[src/rtl/mem_addr_router.sv]
module mem_addr_router #(
  parameter int AW = 32,
  parameter int DW = 32
) (
  input  logic          clk,
  input  logic          rst_n,
  input  logic          req_valid,
  input  logic [AW-1:0] req_addr,
  input  logic [1:0]    req_src,
  input  logic          req_write,
  input  logic          req_smm_qual,
  input  logic [DW-1:0] req_wdata,
  input  logic          cfg_smram_en,
  input  logic          cfg_hsmram_en,
  input  logic [AW-21:0] cfg_tom,
  input  logic [AW-21:0] cfg_ap_base,
  input  logic [AW-21:0] cfg_ap_size,
  input  logic [AW-21:0] cfg_mem_base,
  input  logic [AW-21:0] cfg_mem_limit,
  input  logic [AW-21:0] cfg_pmem_base,
  input  logic [AW-21:0] cfg_pmem_limit,
  output logic          out_valid,
  output logic [2:0]    out_target,
  output logic [AW-1:0] out_addr,
  output logic [DW-1:0] out_wdata,
  output logic          out_intr_msg,
  output logic          out_self_complete,
  output logic          out_read_zero,
  output logic          out_write_drop
);
  localparam int MBW = AW - 20;
  localparam logic [AW-1:0] INTR_LO = AW'(32'hFEE0_0000);
  localparam logic [AW-1:0] INTR_HI = AW'(32'hFEEF_FFFF);
  localparam logic [AW-1:0] HSMM_LO = AW'(32'hFEDA_0000);
  localparam logic [AW-1:0] HSMM_HI = AW'(32'hFEDB_FFFF);
  localparam logic [AW-1:0] HSMM_OFS = AW'(32'hFED0_0000);
  localparam logic [2:0] T_DRAM = 3'd0, T_GFX = 3'd1, T_CPU = 3'd2, T_HUB = 3'd3, T_NONE = 3'd4;

  logic [MBW-1:0] mb;
  logic           from_cpu, in_intr, in_hsmm, hsmm_remap;
  logic [MBW:0]   ap_end;
  logic           ap_hit, m_hit, pm_hit, below_tom;

  assign mb         = req_addr[AW-1:20];
  assign from_cpu   = (req_src == 2'd0);
  assign in_intr    = (req_addr >= INTR_LO) && (req_addr <= INTR_HI);
  assign in_hsmm    = (req_addr >= HSMM_LO) && (req_addr <= HSMM_HI);
  assign hsmm_remap = in_hsmm && from_cpu && req_smm_qual && cfg_smram_en && cfg_hsmram_en;
  assign below_tom  = (mb < cfg_tom);

  assign ap_end = {1'b0, cfg_ap_base} + {1'b0, cfg_ap_size};
  assign ap_hit = (cfg_ap_size != '0) && (cfg_ap_base >= cfg_tom) &&
                  (mb >= cfg_ap_base) && ({1'b0, mb} < ap_end);
  assign m_hit  = (cfg_mem_limit >= cfg_mem_base) && !below_tom &&
                  (mb >= cfg_mem_base) && (mb <= cfg_mem_limit);
  assign pm_hit = (cfg_pmem_limit >= cfg_pmem_base) && !below_tom &&
                  (mb >= cfg_pmem_base) && (mb <= cfg_pmem_limit);

  logic [2:0]    d_target;
  logic [AW-1:0] d_addr;
  logic          d_intr, d_selfc, d_rzero, d_wdrop;

  always_comb begin
    d_target = T_HUB;
    d_addr   = req_addr;
    d_intr   = 1'b0;
    d_selfc  = 1'b0;
    d_rzero  = 1'b0;
    d_wdrop  = 1'b0;
    if (in_intr) begin
      if (!from_cpu && req_write) begin
        d_target = T_CPU;
        d_intr   = 1'b1;
        d_selfc  = 1'b1;
      end
    end else if (in_hsmm && !from_cpu) begin
      if (req_write) begin
        d_target = T_NONE;
        d_wdrop  = 1'b1;
      end else begin
        d_target = T_DRAM;
        d_addr   = '0;
        d_rzero  = 1'b1;
      end
    end else if (hsmm_remap) begin
      d_target = T_DRAM;
      d_addr   = req_addr - HSMM_OFS;
    end else if (ap_hit || m_hit || pm_hit) begin
      d_target = T_GFX;
    end else if (below_tom) begin
      d_target = T_DRAM;
    end
  end

  always_ff @(posedge clk or negedge rst_n) begin
    if (!rst_n) begin
      out_valid         <= 1'b0;
      out_target        <= T_DRAM;
      out_addr          <= '0;
      out_wdata         <= '0;
      out_intr_msg      <= 1'b0;
      out_self_complete <= 1'b0;
      out_read_zero     <= 1'b0;
      out_write_drop    <= 1'b0;
    end else begin
      out_valid         <= req_valid;
      out_target        <= d_target;
      out_addr          <= d_addr;
      out_wdata         <= req_wdata;
      out_intr_msg      <= d_intr;
      out_self_complete <= d_selfc;
      out_read_zero     <= d_rzero;
      out_write_drop    <= d_wdrop;
    end
  end
endmodule


[config.mk]
export PLATFORM = sky130hd
export DESIGN_NAME = mem_addr_router
export DESIGN_NICKNAME = d
export VERILOG_FILES = /design/src/rtl/mem_addr_router.sv
export SDC_FILE = /design/constraint.sdc
export NUM_CORES = 1
export LEC_CHECK = 0
export BUFFER_PORTS_ARGS = -buffer_cell sky130_fd_sc_hd__buf_2
export CELL_PAD_IN_SITES_DETAIL_PLACEMENT = 2
export CELL_PAD_IN_SITES_GLOBAL_PLACEMENT = 2
export CORE_MARGIN = 5
export CORE_UTILIZATION = 26
export CTS_BUF_LIST = sky130_fd_sc_hd__clkbuf_4 sky130_fd_sc_hd__clkbuf_8
export CTS_CLUSTER_DIAMETER = 40
export DETAILED_ROUTE_END_ITERATION = 8
export MAX_ROUTING_LAYER = met4
export PLACE_DENSITY = 0.81
export SETUP_SLACK_MARGIN = 0.2
export SYNTH_ARGS = -nofsm -noshare
export SYNTH_HDL_FRONTEND = slang
export SYNTH_SLANG_ARGS = --single-unit
[constraint.sdc]
create_clock -name clk -period 0.8 [get_ports clk]
set_clock_uncertainty 0.2 [all_clocks]
set_input_delay 0.08 -clock clk [delete_from_list [all_inputs] [get_ports clk]]
set_output_delay 0.08 -clock clk [all_outputs]
set_load 0.02 [all_outputs]
# After elaboration in Yosys (flattened, before gate mapping)
# Cells that the tools add are included.
word_totals:
  register_bits: 71
  inputBits: 157
  out_inout_bits: 72
  elab_cells: 65
classes:
  n_addsub: 2
  order_cmp: 14
  n_mux: 19
  n_reduce_logical: 23
ops:
  columns: ["operator", "n"]
  rows:
  - ["$mux W32", 4]
  - ["$ge A12 B12 Y1", 6]
  - ["$ge A32 B32 Y1 const B", 2]
  - ["$le A32 B32 Y1 const B", 2]
  - ["$sub A32 B32 Y32 const B", 1]
  - ["$le A12 B12 Y1", 2]
  - ["$logic_and A1 B1 Y1", 17]
  - ["$add A12 B12 Y13", 1]
  - ["$lt A12 B13 Y1", 1]
  - ["$lt A12 B12 Y1", 1]
  - ["$reduce_bool A12 Y1", 1]
  - ["$mux W1", 9]
  - ["$mux W3", 3]
  - ["$mux W2", 3]
  - ["$logic_not A1 Y1", 2]
  - ["$logic_not A2 Y1", 1]
  - ["$logic_or A1 B1 Y1", 2]

# Longest topological paths before layout
# Gate-level depths: netlist (run 1).
logic_depth:
  depth_word: 11
  depth_mapped: 15
  mapped_depth_nobuf: 15

# Worst setup path after synthesis (run 1)
# Ideal clock, no wire load.
synth_path:
  path_type: "input -> register"
  start: "input port cfg_ap_base[1]"
  end: "register out_target[1]"
  setup_ns: 0.135
  arrival_ns: 2.550
  required_time_ns: 0.465
  slack_ns: -2.085
  path_stages: 15
  n_path_buf: 0
  path_cell_list: "ha_1 a21o_1 a21oi_1 o21ba_2 o21ai_0 a41oi_1 nor2b_1 xor2_1 ha_1 a21o_1 a211oi_1 o21ai_0 o211ai_1 and3_1 o41ai_1"
synth_between:
  elab_chain_cells: 10
  word_cells_on_any_way: 13
  classes_between: "add/sub (1); order compare (3); mux (4); reduce/logical (5)"
synth_lines:
  columns: ["element", "line", "rtl"]
  rows:
  - ["from (decl)", "16", "input logic [AW-21:0] cfg_ap_base,"]
  - ["parallel branches: the longest is 3 deep, another holds $add A12 B12 Y13", null, null]
  - ["$logic_and A1 B1 Y1 *", "53", "(mb >= cfg_ap_base) && ({1'b0, mb} < ap_end);"]
  - ["$logic_or A1 B1 Y1 * (2 in series)", "88", "end else if (ap_hit || m_hit || pm_hit) begin"]
  - ["$mux W2 *", "88", null]
  - ["$mux W2 *", "85", "end else if (hsmm_remap) begin"]
  - ["$mux W3 *", "76", "end else if (in_hsmm && !from_cpu) begin"]
  - ["$mux W3 *", "70", "if (in_intr) begin"]
  - ["net d_target[1]", "59", "logic [2:0] d_target;"]
  - ["to (signal assigned)", "107", "out_target <= d_target;"]
  - ["to (decl)", "23", "output logic [2:0] out_target,"]
# Mark *: on every way through the listed nets, which the timed path passes.

# Final worst setup path (run 1)
layout_path:
  start: "input port cfg_ap_size[0]"
  end: "register out_target[0]"
layout_between:
  elab_chain_cells: 10
  word_cells_on_any_way: 12
  classes_between: "add/sub (1); order compare (1); mux (4); reduce/logical (6)"
layout_lines:
  columns: ["element", "line", "rtl"]
  rows:
  - ["from (decl)", "17", "input logic [AW-21:0] cfg_ap_size,"]
  - ["parallel branches: the longest is 3 deep, another holds $add A12 B12 Y13", null, null]
  - ["$logic_and A1 B1 Y1 *", "53", null]
  - ["$logic_or A1 B1 Y1 * (2 in series)", "88", null]
  - ["$mux W2 *", "88", null]
  - ["$mux W2 *", "85", null]
  - ["$mux W3 *", "76", null]
  - ["$mux W3 *", "70", null]
  - ["net d_target[0]", "59", null]
# Marks and branches as above.

==> impl_results.md, run 1 <==
- Most common cell on crit path: a31oi_4
- Syn nets: 879
- CTS H-tree lvls: 3
- Critical Path Source Type: input pin
- RSZ-0062 raised after global routing: yes
- # port buffers: 228
- Critical path cell sequence: buf_6 > ha_4 > inv_2 > fa_2 > nor2b_4 > o2111ai_4 > a31oi_4 > a31oi_4 > xor2_1 > ha_1 > o2111ai_2 > o21ai_1 > o211ai_1 > a32oi_1 > o22ai_1
- Worst hold path type: in2async
- Worst-path clk slew: 0.09 ns
- Yosys reg bits: 70
- Internal power: 7.555 mW
- Slew headroom: 35.10%
- Die height: 157.2 um
- Drt total wl: 30350 um
- Chip Width: 157.2 um
- Cell Area, Synth: 5634 um^2
- Routed via count: 6356
- Clock power frac: 26.4%
- Root buf cell: clkbuf_8
- DRT Pass-1 Iters: 5
- Worst Path Required: 0.84 ns
- Slack of the critical path: -1.881 ns
- GR Overflow Total: 0
- Syn-to-layout area delta: 69.42%
- Asr flop ratio synth: 100.0%
- IO Count: 229
- Layout cells sized above 1: 47.86%
- Worst Path Arrival: 2.73 ns
- Leak: 5.051 nW
- Die Area: 24710 um^2
- Global placer's final weighted congestion: 0.8475
- Final core utilization: 45.12%
- Post-DP Area: 8278 um^2
- Final hold slack: -0.4708 ns
- Vias in the first global route: 7525
- Deepest clock path buffer count: 2
- Status: complete, but fails checks
- Initial antenna violation count: 4
- Max Slew Vio Count: 0
- Distinct cells, synth: 51
- Worst VDD drop: 0.7337 mV
- Max incr delay on CP: 0.36 ns
- Post-DRT Antenna Nets: 0
- Slowest cell on crit path: fa_2
- Fraction of the yosys area taken by sequential cells: 31.09%
- First-pass GRT wire length: 43480 um
- Detail Placement HPWL: 21710 um
- Setup violators final: 108
- Fmax achieved: 373.0 MHz
- Site Rows: 53
- Worst-path maximum fanout: 2
- Worst slack, placed: -2.476 ns
- Sw Share: 35.55%
- Synth Flop Type: dfrtp_1
- Synth Area per Inst: 9.598 um^2
- Failing checks: hold timing, setup timing
- Sequential Power Share: 33.0%
- Total track usage: 23.63%
- CTS tree: built
- DRC errors left: 0
- DRT iter0 DRCs: 160
- Combinational power share: 40.6%
- Setup CP Type: in2reg
- Num CTS Buffers: 9
- Largest net degree at the start of global routing: 39
- Power Density: 1228 nW/um^2
- EDFF count, synth: 0
- Sw Pwr: 4.168 mW
- Fin crit share: 335.1%
- Min Tclk post-route: 2.681 ns
- Fin area: 9545 um^2
- Final hold vios: 127
- Per-cell routed wire length: 24.07 um
- Critical Path Sink Type: register
- Least-Margin Pin Slew: 0.9724 ns
- # nets final: 1269
- Cells after Synth: 587
- Core area: 21150 um^2
- Initial Util: 26.63%
- Via-to-Cell Ratio: 5.040
- Yosys warnings: 0
- Max-Cap Viols: 0
- Clk sinks: 70
## path summary, 6_finish.rpt
check / to / startpoint / slack, ns
min: out_wdata[20] / rst_n / -0.47
min in group clk: out_wdata[2] / req_wdata[2] / -0.39
max in group asynchronous: out_target[2] / rst_n / 0.62
max: out_target[0] / cfg_ap_size[0] / -1.88
## metrics by stage
stage | TNS, ns | power [mW] | instances
floorplan | -34.11 | 5.695 | 587
global route | -72.45 | 12.37 | 1261
finish | -68.20 | 11.72 | 1261
CTS | -65.94 | 11.46 | 1256
global placement | -58.70 | 7.581 | 1226
detailed placement | -61.66 | 7.876 | 1226
## registers in the layout (all words and copies together) (netlist names)
register and flops:
out_addr 32, out_self_complete 1, out_read_zero 1, out_valid 1, out_target 3, out_wdata 32
## final cells by class
type | instances | area [um^2]
inverters | 84 | 327.8
repair buffers | 381 | 2934
fillers | 2281 | 11610
clock buffers | 10 | 131.4
well taps | 275 | 344.1
clock inverters | 6 | 70.07
flip-flops and latches | 70 | 1754
diodes | 4 | 10.01
multi-input cells | 431 | 3974
## layout by cell type, fill, tap and decap left out, types with 18 or more instances in the layout
master	instances
buf_6	85
and2_4	22
buf_2	146
a21oi_1	29
a21o_1	20
ha_1	130
dfrtp_1	68
inv_1	80
buf_4	138
o21ai_0	19
nor2_1	18
## metal layers
metal / wire length, um / vias up / track usage (%)
met5: 0 / - / -
met4: 785 / 0 / 8.275
met3: 1744 / 44 / 3.684
met2: 16390 / 226 / 44.74
met1: 11430 / 3165 / 24.69
li1: - / 2921 / -
## synthesized netlist by cell type (2+ instances only)
master	instances	area [um^2]
dfrtp_1	70	1752
a21oi_1	32	160.2
nor2b_1	7	43.79
a211oi_1	7	52.55
and2_1	23	143.9
a31oi_1	10	62.56
xnor2_1	6	52.55
o22ai_1	3	18.77
o31ai_1	2	15.01
nor4_1	14	87.58
buf_4	4	30.03
a2111oi_0	7	61.31
nand2_1	18	67.56
o2111ai_1	4	35.03
a41oi_1	2	17.52
nand2b_1	9	56.30
a31o_2	3	26.28
o21ai_0	22	110.1
nand4_1	15	93.84
o21ai_1	2	10.01
o211ai_1	5	37.54
a21o_1	20	150.1
o21bai_1	3	22.52
inv_1	84	315.3
o21a_1	8	60.06
and3_1	5	31.28
xor2_1	4	35.03
nor3_1	7	35.03
o41ai_1	2	17.52
nand3_1	12	60.06
nor2_1	20	75.07
a211o_1	2	17.52
or4_1	2	15.01
a221o_1	2	20.02
o221ai_1	2	17.52
ha_1	134	1677
## logic make-up (layout without fill, tap and decap cells)
family	count (synthesis)	after routing	share of synthesized area [%]
compound gates	144	144	17.26
simple gates	139	142	13.79
fa+ha+maj	135	135	30.11
buf+inv	89	481	6.196
flops	70	70	31.09
xor+xnor	10	10	1.554
other cells	0	4	0
## what timing repair did
item / 4_1_cts / 5_1_grt
gates cloned: 3 / 0
gates resized for setup: 229 / 19
setup buffers: 11 / 1
endpoints found under the hold margin: 130 / 127
setup endpoints to repair: 108 / 108
pin swaps: 24 / 18
## power groups by stage
stage               sequential (mW)  combinational, mW  clock, mW
global placement               3.85               3.73          0
finish                         3.86               4.76       3.10
global route                   3.88               5.20       3.30
detailed placement             3.87               4.01          0
CTS                            3.84               4.56       3.06
floorplan                      4.09               1.61          0
## worst max-delay path: cells and delay by family
| kind | cells | cell delay, ns |
|---|---|---|
| compound gates | 8 | 1.35 |
| fa+ha+maj | 3 | 0.85 |
| xor+xnor | 1 | 0.17 |
| simple gates | 1 | 0.16 |
| buf+inv | 2 | 0.13 |
(Power assumes the default switching activity.)
==> inputs of run 2 (changes only) <==
Settings changed: CORE_MARGIN 5 to 3.
Clock period 0.8 ns to 2.4 ns, I/O delays scaled along.
==> impl_results.md, run 2 (synthesis gave the netlist of run 1 again) <==
- Commonest non-fill, non-tap cell in the layout: buf_2
- Final core utilization: 42.34% (-2.8 points)
- Layer with the highest usage: met2
- Worst-path maximum fanout: 5 (+3)
- Fin area: 8956 um^2 (-6.2%)
- Setup violators final: 2 (-98%)
- Top Registers: out_addr: 32 flops, out_wdata: 32 flops, out_target: 3 flops
- Chip Width: 153.2 um (-2.5%)
- Leak: 4.800 nW (-5.0%)
- Power Density: 417.8 nW/um^2 (-66%)
- Status: complete, but fails checks
- Max Slew Vio Count: 0 (unchanged)
- RSZ-0062 raised after global routing: yes
- Syn-to-layout area delta: 58.96%
- Via-to-Cell Ratio: 4.894 (-2.9%)
- # port buffers: 228 (unchanged)
- Post-DP Area: 7840 um^2 (-5.3%)
- Worst Path Arrival: 3.11 ns (+0.38 ns)
- Sequential Power Share: 33.8% (+0.8 points)
- DRT Pass-1 Iters: 4 (-1)
- Failing checks: setup timing
- Drt total wl: 26560 um (-12%)
- Root buf cell: clkbuf_8
- Per-cell routed wire length: 21.09 um (-12%)
- Fmax achieved: 325.3 MHz
- Most common cell on crit path: buf_4
- # nets final: 1270 (+0.079%)
- Vias in the first global route: 7132 (-5.2%)
- Worst-path clk slew: 0.08 ns (about the same)
- Site Rows: 53 (unchanged)
- GR Overflow Total: 0 (unchanged)
- Initial Util: 26.63% (unchanged)
- Slowest cell on crit path: ha_1
- Met2 Use GR: 41.00% (-3.7 points)
- Post-DRT Antenna Nets: 0 (unchanged)
- First-pass GRT wire length: 40380 um (-7.1%)
- Slack of the critical path: -0.6744 ns (+1.207 ns)
- IO Count: 229 (unchanged)
- Overall Power: 3.742 mW (-68%)
- Slew headroom: 65.04% (+30 points)
- CTS tree: built
- Most frequent cells in the layout: 219 x buf_2, 131 x ha_1, 99 x buf_4, 83 x inv_1, 70 x dfrtp_1
- Total track usage: 22.37% (-1.3 points)
- Setup CP Type: in2reg
- Critical Path Source Type: input pin
- Global placer's final weighted congestion: 0.8212 (-3.1%)
- Final hold vios: 0 (-100%)
- Max-Cap Viols: 0 (unchanged)
- Met1 usage: 25.70% (+1.0 points)
- Routed via count: 6161 (-3.1%)
- Worst Path Required: 2.44 ns (+1.60 ns)
- Layout filler cell count: 2318 (+1.6%)
- Max incr delay on CP: 0.39 ns (+0.03 ns)
- DRT iter0 DRCs: 163 (+1.9%)
- Largest net degree at the start of global routing: 39 (unchanged)
- Fin crit share: 128.1%
- Min Tclk post-route: 3.074 ns
- Least-Margin Pin Slew: 0.5111 ns (-0.4613 ns)
- Critical path cell sequence: buf_2 > ha_1 > buf_4 > a21oi_2 > a31oi_4 > buf_4 > buf_4 > xnor2_1 > ha_1 > o2111ai_2 > o21ai_1 > o211ai_1 > and3_1 > o41ai_2
- Internal power: 2.419 mW (-68%)
- Grt met3 use: 2.435% (-1.2 points)
- Sw Share: 35.36% (-0.20 points)
- Worst hold path type: in2reg
- Die Area: 23470 um^2 (-5.0%)
- Sw Pwr: 1.323 mW (-68%)
- CTS H-tree lvls: 3 (unchanged)
- Clock power frac: 27.5% (+1.1 points)
- Detail Placement HPWL: 20130 um (-7.3%)
- Die height: 153.2 um (-2.5%)
- Clk sinks: 70 (unchanged)
- Layout cells sized above 1: 39.27% (-8.6 points)
- Deepest clock path buffer count: 2 (unchanged)
- Initial antenna violation count: 1 (-3)
- Critical Path Sink Type: register
- DRC errors left: 0 (unchanged)
- Core area: 21150 um^2 (unchanged)
- Worst VDD drop: 0.2394 mV (-67%)
- Combinational power share: 38.7% (-1.9 points)
- Num CTS Buffers: 9 (unchanged)
-- run 2: layout make-up --
| type | count | area [um^2] | area share (%) |
|---|---|---|---|
| Sequential cell | 70 | 1752 | 19.56 |
| Tap cell | 275 | 344.1 | 3.842 |
| Antenna cell | 1 | 2.502 | 0.02794 |
| Multi-Input combinational cell | 428 | 3775 | 42.15 |
| Clock buffer | 9 | 123.9 | 1.383 |
| Inverter | 84 | 315.3 | 3.521 |
| Clock inverter | 7 | 80.08 | 0.8941 |
| Timing Repair Buffer | 385 | 2564 | 28.63 |
-- run 2: routing by layer --
metal	vias to the layer above	routed length (um)
met5	-	0
met4	0	740
met3	38	1088
met2	194	13900
met1	3015	10820
li1	2914	-
-- run 2: worst max-delay path: cells and delay by family --
kind | cells | cell delay, ns
XOR/XNOR | 1 | 0.12
AO/OA/AOI/OAI | 6 | 1.23
buffers and inverters | 4 | 0.60
adder cells (fa/ha/maj) | 2 | 0.70
AND/OR/NAND/NOR | 1 | 0.24
-- run 2: power by group through the flow --
stage	registers [mW]	clock network (mW)	logic, mW
5_1_grt	1.27	1.11	1.61
3_5_place_dp	1.28	0	1.26
2_1_floorplan	1.36	0	0.530
4_1_cts	1.26	1.03	1.38
6_report	1.26	1.03	1.45
3_3_place_gp	1.28	0	1.18
-- run 2: worst paths after layout --
| check | start | to | slack [ns] | cells after the start |
|---|---|---|---|---|
| worst max-delay path | cfg_ap_base[5] | out_target[1] | -0.67 | 14 |
| worst min-delay path | req_write | out_self_complete | 0.10 | 3 |
| max in group asynchronous | rst_n | out_addr[25] | 1.18 | 3 |
| min in group asynchronous | rst_n | out_wdata[5] | 0.20 | 2 |
-- run 2: what timing repair did --
item | 4_1_cts | 5_1_grt
setup endpoints to repair | 18 | 35
hold buffers | 54 | 0
hold endpoints to repair | 71 | 0
gates resized for setup | 18 | 36
pin swaps | 13 | 29
setup buffers | 6 | 6
-- run 2: stage by stage --
stage	instances	setup slack, ns	hold slack (ns)	TNS (ns)
final	1259	-0.6744	0.1004	-1.255
after global routing	1259	-0.8035	0.1379	-1.486
after CTS	1252	-0.4647	0.09673	-0.9164
after detailed placement	1176	-1.077	0.05418	-7.041
after global placement	1176	-0.8708	0.04754	-4.525
after floorplan	587	-0.4979	-0.2556	-0.9188
